**src/rtl/sedma_pkg.sv**
```systemverilog
`timescale 1ns/1ps
package sedma_pkg;
  typedef enum logic [1:0] {XS_IDLE, XS_FILL, XS_BUS} xfer_state_e;

  typedef struct packed {
    logic err;
    logic eot;
    logic done;
  } ev_t;

  localparam logic [3:0] RI_PTR_LO = 4'd0;
  localparam logic [3:0] RI_PTR_HI = 4'd1;
  localparam logic [3:0] RI_ATTR   = 4'd2;
  localparam logic [3:0] RI_LEN    = 4'd3;
  localparam logic [3:0] RI_EN     = 4'd4;
  localparam logic [3:0] RI_EN_SET = 4'd5;
  localparam logic [3:0] RI_EN_CLR = 4'd6;
  localparam logic [3:0] RI_STATUS = 4'd7;
  localparam logic [3:0] RI_MOVED  = 4'd8;
  localparam logic [3:0] RI_FLUSH  = 4'd9;

  localparam int NUM_EV   = 3;
  localparam int BUSY_BIT = 8;
endpackage

```
**src/rtl/sedma_regs.sv**
```systemverilog
`timescale 1ns/1ps
module sedma_regs import sedma_pkg::*; #(
  parameter int IS_RX = 0,
  parameter int LEN_W = 16,
  parameter int REG_W = 32
) (
  input  logic               clk,
  input  logic               rst,
  input  logic               cfg_we,
  input  logic               cfg_re,
  input  logic [3:0]         cfg_addr,
  input  logic [REG_W-1:0]   cfg_wdata,
  output logic [REG_W-1:0]   cfg_rdata,
  output logic               irq,
  input  logic               busy,
  input  logic [LEN_W-1:0]   xfer_count,
  input  ev_t                ev,
  output logic               start,
  output logic [2*REG_W-1:0] buf_ptr,
  output logic               attr_eot,
  output logic               flush
);
  logic [REG_W-1:0]  ptr_lo_q, ptr_hi_q, rd_mux;
  logic              attr_q;
  logic [LEN_W-1:0]  len_q;
  logic [NUM_EV-1:0] en_q, en_d, st_q, st_d, wbits;

  assign wbits    = cfg_wdata[NUM_EV-1:0];
  assign start    = cfg_we && (cfg_addr == RI_LEN) && !busy;
  assign flush    = (IS_RX != 0) && cfg_we && (cfg_addr == RI_FLUSH) && cfg_wdata[0];
  assign buf_ptr  = {ptr_hi_q, ptr_lo_q};
  assign attr_eot = attr_q;

  always_comb begin
    en_d = en_q;
    if (cfg_we) begin
      case (cfg_addr)
        RI_EN:     en_d = wbits;
        RI_EN_SET: en_d = en_q | wbits;
        RI_EN_CLR: en_d = en_q & ~wbits;
        default:   en_d = en_q;
      endcase
    end
  end

  always_comb begin
    st_d = st_q;
    if (cfg_we && cfg_addr == RI_STATUS) st_d = st_q & ~wbits;
    st_d = st_d | ev;
  end

  always_comb begin
    rd_mux = '0;
    case (cfg_addr)
      RI_PTR_LO: rd_mux = ptr_lo_q;
      RI_PTR_HI: rd_mux = ptr_hi_q;
      RI_ATTR:   rd_mux = REG_W'(attr_q);
      RI_LEN:    rd_mux = REG_W'(len_q);
      RI_EN, RI_EN_SET, RI_EN_CLR: rd_mux = REG_W'(en_q);
      RI_STATUS: rd_mux = REG_W'({busy, {(BUSY_BIT-NUM_EV){1'b0}}, st_q});
      RI_MOVED:  rd_mux = REG_W'(xfer_count);
      default:   rd_mux = '0;
    endcase
  end

  always_ff @(posedge clk) begin
    if (rst) begin
      ptr_lo_q  <= '0;
      ptr_hi_q  <= '0;
      attr_q    <= 1'b0;
      len_q     <= '0;
      en_q      <= '0;
      st_q      <= '0;
      irq       <= 1'b0;
      cfg_rdata <= '0;
    end else begin
      if (cfg_we && cfg_addr == RI_PTR_LO) ptr_lo_q <= cfg_wdata;
      if (cfg_we && cfg_addr == RI_PTR_HI) ptr_hi_q <= cfg_wdata;
      if (cfg_we && cfg_addr == RI_ATTR)   attr_q   <= (IS_RX == 0) ? cfg_wdata[0] : 1'b0;
      if (start) len_q <= cfg_wdata[LEN_W-1:0];
      en_q <= en_d;
      st_q <= st_d;
      irq  <= |(st_d & en_d);
      if (cfg_re) cfg_rdata <= rd_mux;
    end
  end


  len_hold_busy_chk: assert property (@(posedge clk) disable iff (rst)
    (cfg_we && cfg_addr == RI_LEN && busy) |=> $stable(len_q));

  en_set_chk: assert property (@(posedge clk) disable iff (rst)
    (cfg_we && cfg_addr == RI_EN_SET) |=> ((en_q & $past(wbits)) == $past(wbits)));

  err_status_chk: assert property (@(posedge clk) disable iff (rst)
    ev.err |=> st_q[2]);
endmodule

```
**src/rtl/sedma_xfer.sv**
```systemverilog
`timescale 1ns/1ps
module sedma_xfer import sedma_pkg::*; #(
  parameter int IS_RX  = 0,
  parameter int LEN_W  = 16,
  parameter int ADDR_W = 64,
  parameter int BYTE_W = 8
) (
  input  logic              clk,
  input  logic              rst,
  input  logic              start,
  input  logic [LEN_W-1:0]  start_len,
  input  logic [ADDR_W-1:0] base,
  input  logic              attr_eot,
  input  logic              flush,
  output logic              busy,
  output logic [LEN_W-1:0]  count,
  output ev_t               ev,
  output logic              mem_req,
  output logic              mem_we,
  output logic [ADDR_W-1:0] mem_addr,
  output logic [BYTE_W-1:0] mem_wdata,
  input  logic              mem_gnt,
  input  logic              mem_err,
  input  logic [BYTE_W-1:0] mem_rdata,
  input  logic              eng_in_valid,
  output logic              eng_in_ready,
  input  logic [BYTE_W-1:0] eng_in_data,
  output logic              eng_out_valid,
  output logic [BYTE_W-1:0] eng_out_data
);
  localparam xfer_state_e FIRST_ST = (IS_RX != 0) ? XS_FILL : XS_BUS;

  xfer_state_e       st_q;
  logic [LEN_W-1:0]  tgt_q, cnt_q;
  logic [ADDR_W-1:0] addr_q;
  logic [BYTE_W-1:0] wbuf_q;
  logic              eot_q, last;

  assign last         = (cnt_q + LEN_W'(1)) == tgt_q;
  assign busy         = st_q != XS_IDLE;
  assign count        = cnt_q;
  assign mem_req      = st_q == XS_BUS;
  assign mem_we       = IS_RX != 0;
  assign mem_addr     = addr_q;
  assign mem_wdata    = wbuf_q;
  assign eng_in_ready = st_q == XS_FILL;

  always_ff @(posedge clk) begin
    if (rst) begin
      st_q          <= XS_IDLE;
      tgt_q         <= '0;
      cnt_q         <= '0;
      addr_q        <= '0;
      wbuf_q        <= '0;
      eot_q         <= 1'b0;
      ev            <= '0;
      eng_out_valid <= 1'b0;
      eng_out_data  <= '0;
    end else begin
      ev            <= '0;
      eng_out_valid <= 1'b0;
      case (st_q)
        XS_IDLE: if (start) begin
          cnt_q  <= '0;
          tgt_q  <= start_len;
          addr_q <= base;
          eot_q  <= attr_eot && (IS_RX == 0);
          if (start_len == '0) begin
            ev.done <= 1'b1;
            ev.eot  <= attr_eot && (IS_RX == 0);
          end else begin
            st_q <= FIRST_ST;
          end
        end
        XS_FILL: if (flush) begin
          st_q   <= XS_IDLE;
          ev.eot <= 1'b1;
        end else if (eng_in_valid) begin
          wbuf_q <= eng_in_data;
          st_q   <= XS_BUS;
        end
        XS_BUS: if (flush) begin
          st_q   <= XS_IDLE;
          ev.eot <= 1'b1;
        end else if (mem_gnt) begin
          if (mem_err) begin
            st_q   <= XS_IDLE;
            ev.err <= 1'b1;
          end else begin
            cnt_q  <= cnt_q + LEN_W'(1);
            addr_q <= addr_q + ADDR_W'(1);
            if (IS_RX == 0) begin
              eng_out_valid <= 1'b1;
              eng_out_data  <= mem_rdata;
            end
            if (last) begin
              st_q    <= XS_IDLE;
              ev.done <= 1'b1;
              ev.eot  <= eot_q;
            end else begin
              st_q <= FIRST_ST;
            end
          end
        end
        default: st_q <= XS_IDLE;
      endcase
    end
  end


  cnt_le_len_chk: assert property (@(posedge clk) disable iff (rst)
    busy |-> (cnt_q < tgt_q));

  done_err_excl_chk: assert property (@(posedge clk) disable iff (rst)
    $countones({ev.done, ev.err}) <= 1);

  addr_hold_chk: assert property (@(posedge clk) disable iff (rst)
    (mem_req && !mem_gnt) |=> $stable(mem_addr));

  err_abort_chk: assert property (@(posedge clk) disable iff (rst)
    (mem_req && mem_gnt && mem_err && !flush) |=> !busy);
endmodule

```
**src/rtl/sedma_channel.sv**
```systemverilog
`timescale 1ns/1ps
module sedma_channel import sedma_pkg::*; #(
  parameter int IS_RX = 0,
  parameter int LEN_W = 16
) (
  input  logic        clk,
  input  logic        rst,
  input  logic        cfg_we,
  input  logic        cfg_re,
  input  logic [3:0]  cfg_addr,
  input  logic [31:0] cfg_wdata,
  output logic [31:0] cfg_rdata,
  output logic        irq,
  output logic        mem_req,
  output logic        mem_we,
  output logic [63:0] mem_addr,
  output logic [7:0]  mem_wdata,
  input  logic        mem_gnt,
  input  logic        mem_err,
  input  logic [7:0]  mem_rdata,
  input  logic        eng_in_valid,
  output logic        eng_in_ready,
  input  logic [7:0]  eng_in_data,
  output logic        eng_out_valid,
  output logic [7:0]  eng_out_data
);
  localparam int REG_W  = 32;
  localparam int ADDR_W = 2 * REG_W;

  logic              start, attr_eot, flush, busy;
  logic [ADDR_W-1:0] buf_ptr;
  logic [LEN_W-1:0]  count;
  ev_t               ev;

  sedma_regs #(.IS_RX(IS_RX), .LEN_W(LEN_W), .REG_W(REG_W)) u_regs (
    .clk(clk), .rst(rst), .cfg_we(cfg_we), .cfg_re(cfg_re),
    .cfg_addr(cfg_addr), .cfg_wdata(cfg_wdata), .cfg_rdata(cfg_rdata),
    .irq(irq), .busy(busy), .xfer_count(count), .ev(ev),
    .start(start), .buf_ptr(buf_ptr), .attr_eot(attr_eot), .flush(flush)
  );

  sedma_xfer #(.IS_RX(IS_RX), .LEN_W(LEN_W), .ADDR_W(ADDR_W), .BYTE_W(8)) u_xfer (
    .clk(clk), .rst(rst), .start(start), .start_len(cfg_wdata[LEN_W-1:0]),
    .base(buf_ptr), .attr_eot(attr_eot), .flush(flush),
    .busy(busy), .count(count), .ev(ev),
    .mem_req(mem_req), .mem_we(mem_we), .mem_addr(mem_addr),
    .mem_wdata(mem_wdata), .mem_gnt(mem_gnt), .mem_err(mem_err),
    .mem_rdata(mem_rdata), .eng_in_valid(eng_in_valid),
    .eng_in_ready(eng_in_ready), .eng_in_data(eng_in_data),
    .eng_out_valid(eng_out_valid), .eng_out_data(eng_out_data)
  );
endmodule

```
**config.mk**
```make
export PLATFORM = sky130hd
export DESIGN_NAME = sedma_channel
export DESIGN_NICKNAME = d
export VERILOG_FILES = /design/src/rtl/sedma_pkg.sv /design/src/rtl/sedma_regs.sv /design/src/rtl/sedma_xfer.sv /design/src/rtl/sedma_channel.sv
export SDC_FILE = /design/constraint.sdc
export NUM_CORES = 1
export LEC_CHECK = 0
export ABC_AREA = 1
export ABC_CLOCK_PERIOD_IN_PS = 2650
export BUFFER_PORTS_ARGS = -buffer_cell sky130_fd_sc_hd__buf_2
export CAP_MARGIN = 40
export CORE_MARGIN = 5
export CORE_UTILIZATION = 50
export CTS_CLUSTER_DIAMETER = 30
export DETAILED_ROUTE_END_ITERATION = 8
export GPL_ROUTABILITY_DRIVEN = 0
export HOLD_SLACK_MARGIN = 0.15
export PLACE_DENSITY = 0.72
export SLEW_MARGIN = 20
export SYNTH_ARGS = -nofsm -noshare
export SYNTH_HDL_FRONTEND = slang
export SYNTH_SLANG_ARGS = --single-unit
```
**constraint.sdc**
```tcl
create_clock -name clk -period 2.65 [get_ports clk]
set_clock_uncertainty 0.15 [all_clocks]
set_input_delay 0.1325 -clock clk [delete_from_list [all_inputs] [get_ports clk]]
set_output_delay 0.1325 -clock clk [all_outputs]
set_load 0.01 [all_outputs]
```
== Yosys cells after proc, flatten, opt, wreduce, memory -nomap -nowiden ==
Cells that the tools add are included.

* Bits in registers: 239
* Input port bits: 59
* Output and inout bits: 117
* Word-level logic and storage cells: 94

* Add/sub/neg operators: 2
* Equality and inequality tests: 16
* Multiplexer cells: 28
* Bitwise gates (word level): 9
* Reductions and logical operators: 20

{| class="wikitable"
|+ Operator list
! kind !! count
|-
| $pmux 32 s7 || 1
|-
| $mux 64 || 3
|-
| $pmux 64 s2 || 1
|-
| $add 64x1->64 const B || 1
|-
| $mux 16 || 3
|-
| $pmux 16 s2 || 1
|-
| $mux 2 || 11
|-
| $add 16x1->16 const B || 1
|-
| $eq 16x16->1 || 1
|-
| $eq 4x3->1 const B || 4
|-
| $logic_not 16->1 || 1
|-
| $and 3x3->3 || 3
|-
| $pmux 3 s3 || 1
|-
| $reduce_or 3->1 || 3
|-
| $eq 4x2->1 const B || 2
|-
| $ne 2x2->1 const B || 4
|-
| $reduce_and 4->1 || 2
|-
| $logic_and 1x1->1 || 6
|-
| $mux 3 || 2
|-
| $or 3x3->3 || 2
|-
| $pmux 2 s3 || 1
|-
| $eq 4x1->1 const B || 1
|-
| $eq 4x4->1 const B || 1
|-
| $logic_not 4->1 || 1
|-
| 12 further kinds || 18
|}

== Logic depth before layout (Yosys ltp) ==
* Depth after elaboration: 6
* Depth in mapped cells: 15
* Mapped depth without buffers: 15

== By module ==
A second synthesis with hierarchy kept.

* Cells, all modules: 1770
* Area, all modules: 12024.0 um2

{| class="wikitable"
|+ By module, submodules not included
! module !! instances !! cells each !! area an instance (um2) !! seq. area each (um2)
|-
| sedma_xfer || 1 || 1079 || 6935.4 || 2202.1
|-
| sedma_regs || 1 || 691 || 5088.6 || 2402.3
|}

== Least setup slack after synthesis ==
No wires, ideal clock.

* Kind: register to register
* Start point: reg u_xfer.addr_q[0], in the netlist u_xfer.mem_addr[0]
* End point: reg u_xfer.addr_q[50], in the netlist u_xfer.mem_addr[50]
* Setup time: 0.119 ns
* Data arrival time: 1.708 ns
* Required time: 2.381 ns
* Setup slack: 0.673 ns
* Stages on the path, launching flop included: 15
* Path buffers: 0
* Period minus slack after synthesis: 1.977 ns
* Cell sequence: dfxtp_1 > ha_1 > nand2_1 > nor2_4 > nand2_2 > nor2_4 > nand2_2 > nor2_2 > nand2_1 > nor2_2 > nand2_1 > nor2_1 > nand2_1 > nand3_1 > a21oi_1

* Longest elaborated chain between the ends: 4

{| class="wikitable"
|+ RTL lines
! what !! RTL line !! text
|-
| from (decl) || sedma_xfer.sv:35 || <nowiki>logic [ADDR_W-1:0] addr_q;</nowiki>
|-
| from (signal assigned) || sedma_xfer.sv:66 || <nowiki>addr_q <= base;</nowiki>
|-
| from (signal assigned) || sedma_xfer.sv:91 || <nowiki>addr_q <= addr_q + ADDR_W'(1);</nowiki>
|-
| $add 64x1->64 || sedma_xfer.sv:91 ||
|-
| $mux 64 || sedma_xfer.sv:86 || <nowiki>if (mem_err) begin</nowiki>
|-
| $mux 64 || sedma_xfer.sv:85 || <nowiki>end else if (mem_gnt) begin</nowiki>
|-
| $pmux 64 s2 || sedma_xfer.sv:62 || <nowiki>case (st_q)</nowiki>
|}

No other way between the ends. The select of a mux whose other input is x is not followed.
A chain may end at the register's enable or synchronous reset.

== Worst setup path in the final report ==
* Start point: in cfg_addr[2]
* End point: reg u_regs.ptr_lo_q[8]

* Longest elaborated chain between the ends: 2

{| class="wikitable"
|+ RTL lines
! what !! RTL line !! text
|-
| from (decl) || sedma_channel.sv:10 || <nowiki>input logic [3:0] cfg_addr,</nowiki>
|-
| $logic_not 4->1 || sedma_regs.sv:77 || <nowiki>if (cfg_we && cfg_addr == RI_PTR_LO) ptr_lo_q <= cfg_wdata;</nowiki>
|-
| $logic_and 1x1->1 || sedma_regs.sv:77 ||
|-
| to (signal assigned) || sedma_regs.sv:77 ||
|-
| to (decl) || sedma_regs.sv:23 || <nowiki>logic [REG_W-1:0] ptr_lo_q, ptr_hi_q, rd_mux;</nowiki>
|}

No other way between the ends.

==> results.toml <==
[sta]
period_minus_slack_ns = 2.50
min_period_over_period = 0.943
slew_violations = 0
relSlewSlack = 0.551
setup_viol = 0
tns_ns = 0
worst_slew_pin_slew_ns = 0.673
fmax_ghz = 0.400
grt_setup_unrepaired = "no"
hold_viol_final = 0

[place]
portBuffers = 156
place_hpwl_um = 27000
placed_area_mm2 = 0.0122

[global_routing]
grt_pass1_vias = 12000
grt_max_degree = 88
grt_overflow = 0
grt_usage = 0.294
grt_pass1_wl_um = 62100
antenna_found_initial = 0

[min_path]
hold_path_class = "in -> reg"

[routing]
vias_per_cell = 5.68
ant_nets = 0
avgRoutedWirePerCell_um = 17.9
drtIter0Drc = 1429
wirelength_um = 39100
drc = 0
vias = 12400
drt-pass1-iter-count = 8

[synthesis]
synthArstFlopShare = 0
synth_mux_area_frac = 0
syn_inst = 1659
syn_area_mm2 = 0.0112
synthSimpleGateAreaFrac = 0.242
synth_compound_area_frac = 0.234
ys.flop_type = "dfxtp_1"
yosysWarnings = 0
yosys.area_share.xor_xnor = 0.0329
ys_seq_elements = 214
synth_top_family_by_area = "simple AND/OR/NAND/NOR gates"
synth.avg_cell_area_um2 = 6.73
synth_adder_area_share = 0.00224
synth_cell_types = 54
synth-edff-count = 0
ys_seq_area_frac = 0.383

[critical_path]
worstSetupPathType = "in -> reg"
endpoint_kind = "flip-flop"
critPathMaxFanout = 5
start_kind = "primary input"
critical_path_required_ns = 2.97
worstPathArrival_ns = 2.82

[die]
die_area_mm2 = 0.0254
start_util = 0.510
die_w_um = 159
die_height_um = 159
core_area_mm2 = 0.0219
pin_count = 176
rows = 54

[clock_network]
cts_num_sinks = 214
cts_setup_buffers = 0
h-tree-depth = 2
cts_buffer_depth = 3
clkTransAtPathRegs_ns = 0.05
root_buffer = "clkbuf_16"
clk_latency_ns = 0.53
cts_tree = "done"
cts_buffers = 47

[layout]
final_cell_mix = "nand2_1 (309), a21oi_1 (214), dfxtp_1 (213)"
num-nets-final = 1931
drive_gt1_frac = 0.162
fill_cells = 1936
post-route-util = 0.662
design_area_mm2 = 0.0145
final_common_cell = "nand2_1"
area_delta_synth_final_pct = 29.7
diodes = 0

[run_status]
status = "completed"

[power]
p_switching_uw = 2250
p_leak_uw = 0.00594
ir_drop_v = 0.000653
powerDensity_mw_per_mm2 = 678
seqPwrFrac = 0.342
pwr-share-comb = 0.054
clockPowerShare = 0.604
p_sw_frac = 0.229
p_int_uw = 7570

[run]
drv_cap = 0
[metrics by stage]
| step | setup WS [ns] | hold slack [ns] | power, µW | instances |
|---|---|---|---|---|
| after floorplan | 0.673 | 0.0664 | 3670 | 1668 |
| after global placement | 0.291 | 0.204 | 3850 | 2033 |
| after global routing | 0.00931 | 0.301 | 10100 | 2184 |
| after detailed placement | 0.216 | 0.210 | 3860 | 2034 |
| after CTS | 0.197 | 0.268 | 9850 | 2184 |
| final | 0.150 | 0.286 | 9820 | 2184 |
[critical path, cell delays in order]
cell and delay (ns):
dlygate4sd3_1 0.53, buf_2 0.13, nor2_1 0.24, inv_2 0.10, nor2_1 0.19, buf_4 0.18
nand3_1 0.06, dlygate4sd3_1 0.56, a21oi_1 0.15, dlygate4sd3_1 0.56
[state kept, by name, indices dropped and copies added, names as in the netlist]
name / cells
u_regs.attr_eot: 1
u_regs.cfg_rdata: 32
u_regs.en_q: 3
u_regs.irq: 1
u_regs.len_q: 15
u_regs.ptr_hi_q: 32
u_regs.ptr_lo_q: 32
u_regs.st_q: 3
u_xfer.count: 16
u_xfer.eng_out_data: 8
u_xfer.eng_out_valid: 1
u_xfer.eot_q: 1
u_xfer.ev: 3
u_xfer.mem_addr: 64
u_xfer.st_q: 1
u_xfer.tgt_q: 1
[cells by family after synthesis]
group,count (synthesis)
AND/OR/NAND/NOR,612
adder cells (fa/ha/maj),2
flip-flops,214
other,1
XOR/XNOR,42
buffers and inverters,295
AO/OA/AOI/OAI,493
[routing by layer]
| layer | global-route usage | up-vias | routed length, µm |
|---|---|---|---|
| li1 | - | 5948 | - |
| met1 | 0.356 | 5683 | 15000 |
| met2 | 0.493 | 638 | 18400 |
| met3 | 0.0494 | 144 | 3160 |
| met4 | 0.168 | 0 | 2480 |
| met5 | 0 | - | 0 |
[synthesized netlist by cell type (2+ instances only)]
library cell | instances | share of area
nand4_1 | 31 | 0.017
o21bai_1 | 5 | 0.0034
nor3_1 | 24 | 0.011
a21oi_1 | 214 | 0.096
nor2_2 | 9 | 0.0050
a211oi_1 | 2 | 0.0013
buf_4 | 12 | 0.0081
nand3_2 | 2 | 0.0018
inv_2 | 9 | 0.0030
nor2_4 | 5 | 0.0050
nand2_1 | 310 | 0.10
xor2_1 | 24 | 0.019
nor4_1 | 8 | 0.0045
o21ai_0 | 200 | 0.090
inv_1 | 187 | 0.063
a221oi_1 | 6 | 0.0047
nor3b_1 | 2 | 0.0013
a31oi_1 | 7 | 0.0039
o21ai_1 | 5 | 0.0022
or2_2 | 2 | 0.0011
o22ai_1 | 39 | 0.022
a211o_1 | 2 | 0.0016
nand2_2 | 8 | 0.0045
buf_2 | 15 | 0.0067
clkbuf_1 | 68 | 0.023
xnor2_1 | 18 | 0.014
nand3_1 | 83 | 0.037
ha_1 | 2 | 0.0022
nor2_1 | 116 | 0.039
o211ai_1 | 2 | 0.0013
and3_1 | 2 | 0.0011
buf_1 | 3 | 0.0010
nor3_2 | 3 | 0.0027
dfxtp_1 | 214 | 0.38
[worst paths after layout]
| path | to | cells past startpoint | slack (ns) | startpoint |
|---|---|---|---|---|
| worst max-delay path | u_regs.ptr_lo_q[8] | 10 | 0.15 | cfg_addr[2] |
| worst min register to register | u_regs.cfg_rdata[21] | 2 | 0.31 | u_regs.cfg_rdata[21] |
| worst min-delay path | u_regs.len_q[14] | 4 | 0.29 | cfg_wdata[14] |
| worst max register to register | u_xfer.eng_out_data[0] | 7 | 0.19 | u_xfer.st_q[1] |
[power groups by stage]
stage / clock (µW) / sequential (µW) / combinational (µW)
finish: 5930 / 3360 / 525
global route: 6190 / 3360 / 576
CTS: 5980 / 3350 / 516
detailed placement: 0 / 3410 / 449
global placement: 0 / 3410 / 441
floorplan: 0 / 3410 / 264
[what timing repair did]
| action | 4_1_cts | 5_1_grt |
|---|---|---|
| resized for setup | 0 | 1 |
| hold endpoints to repair | 152 | 0 |
| hold buffers | 67 | 0 |
| setup endpoints to repair | 0 | 1 |
[cell type report]
| cell class | instances | area [µm²] | area share |
|---|---|---|---|
| clock inverters | 24 | 344 | 0.0237 |
| flip-flops and latches | 214 | 4290 | 0.296 |
| well taps | 280 | 350 | 0.0242 |
| inverters | 197 | 741 | 0.0511 |
| multi-input cells | 1159 | 5770 | 0.398 |
| clock buffers | 59 | 1280 | 0.0885 |
| repair buffers | 251 | 1720 | 0.119 |
No activity file was read; power rests on OpenSTA's default activity.
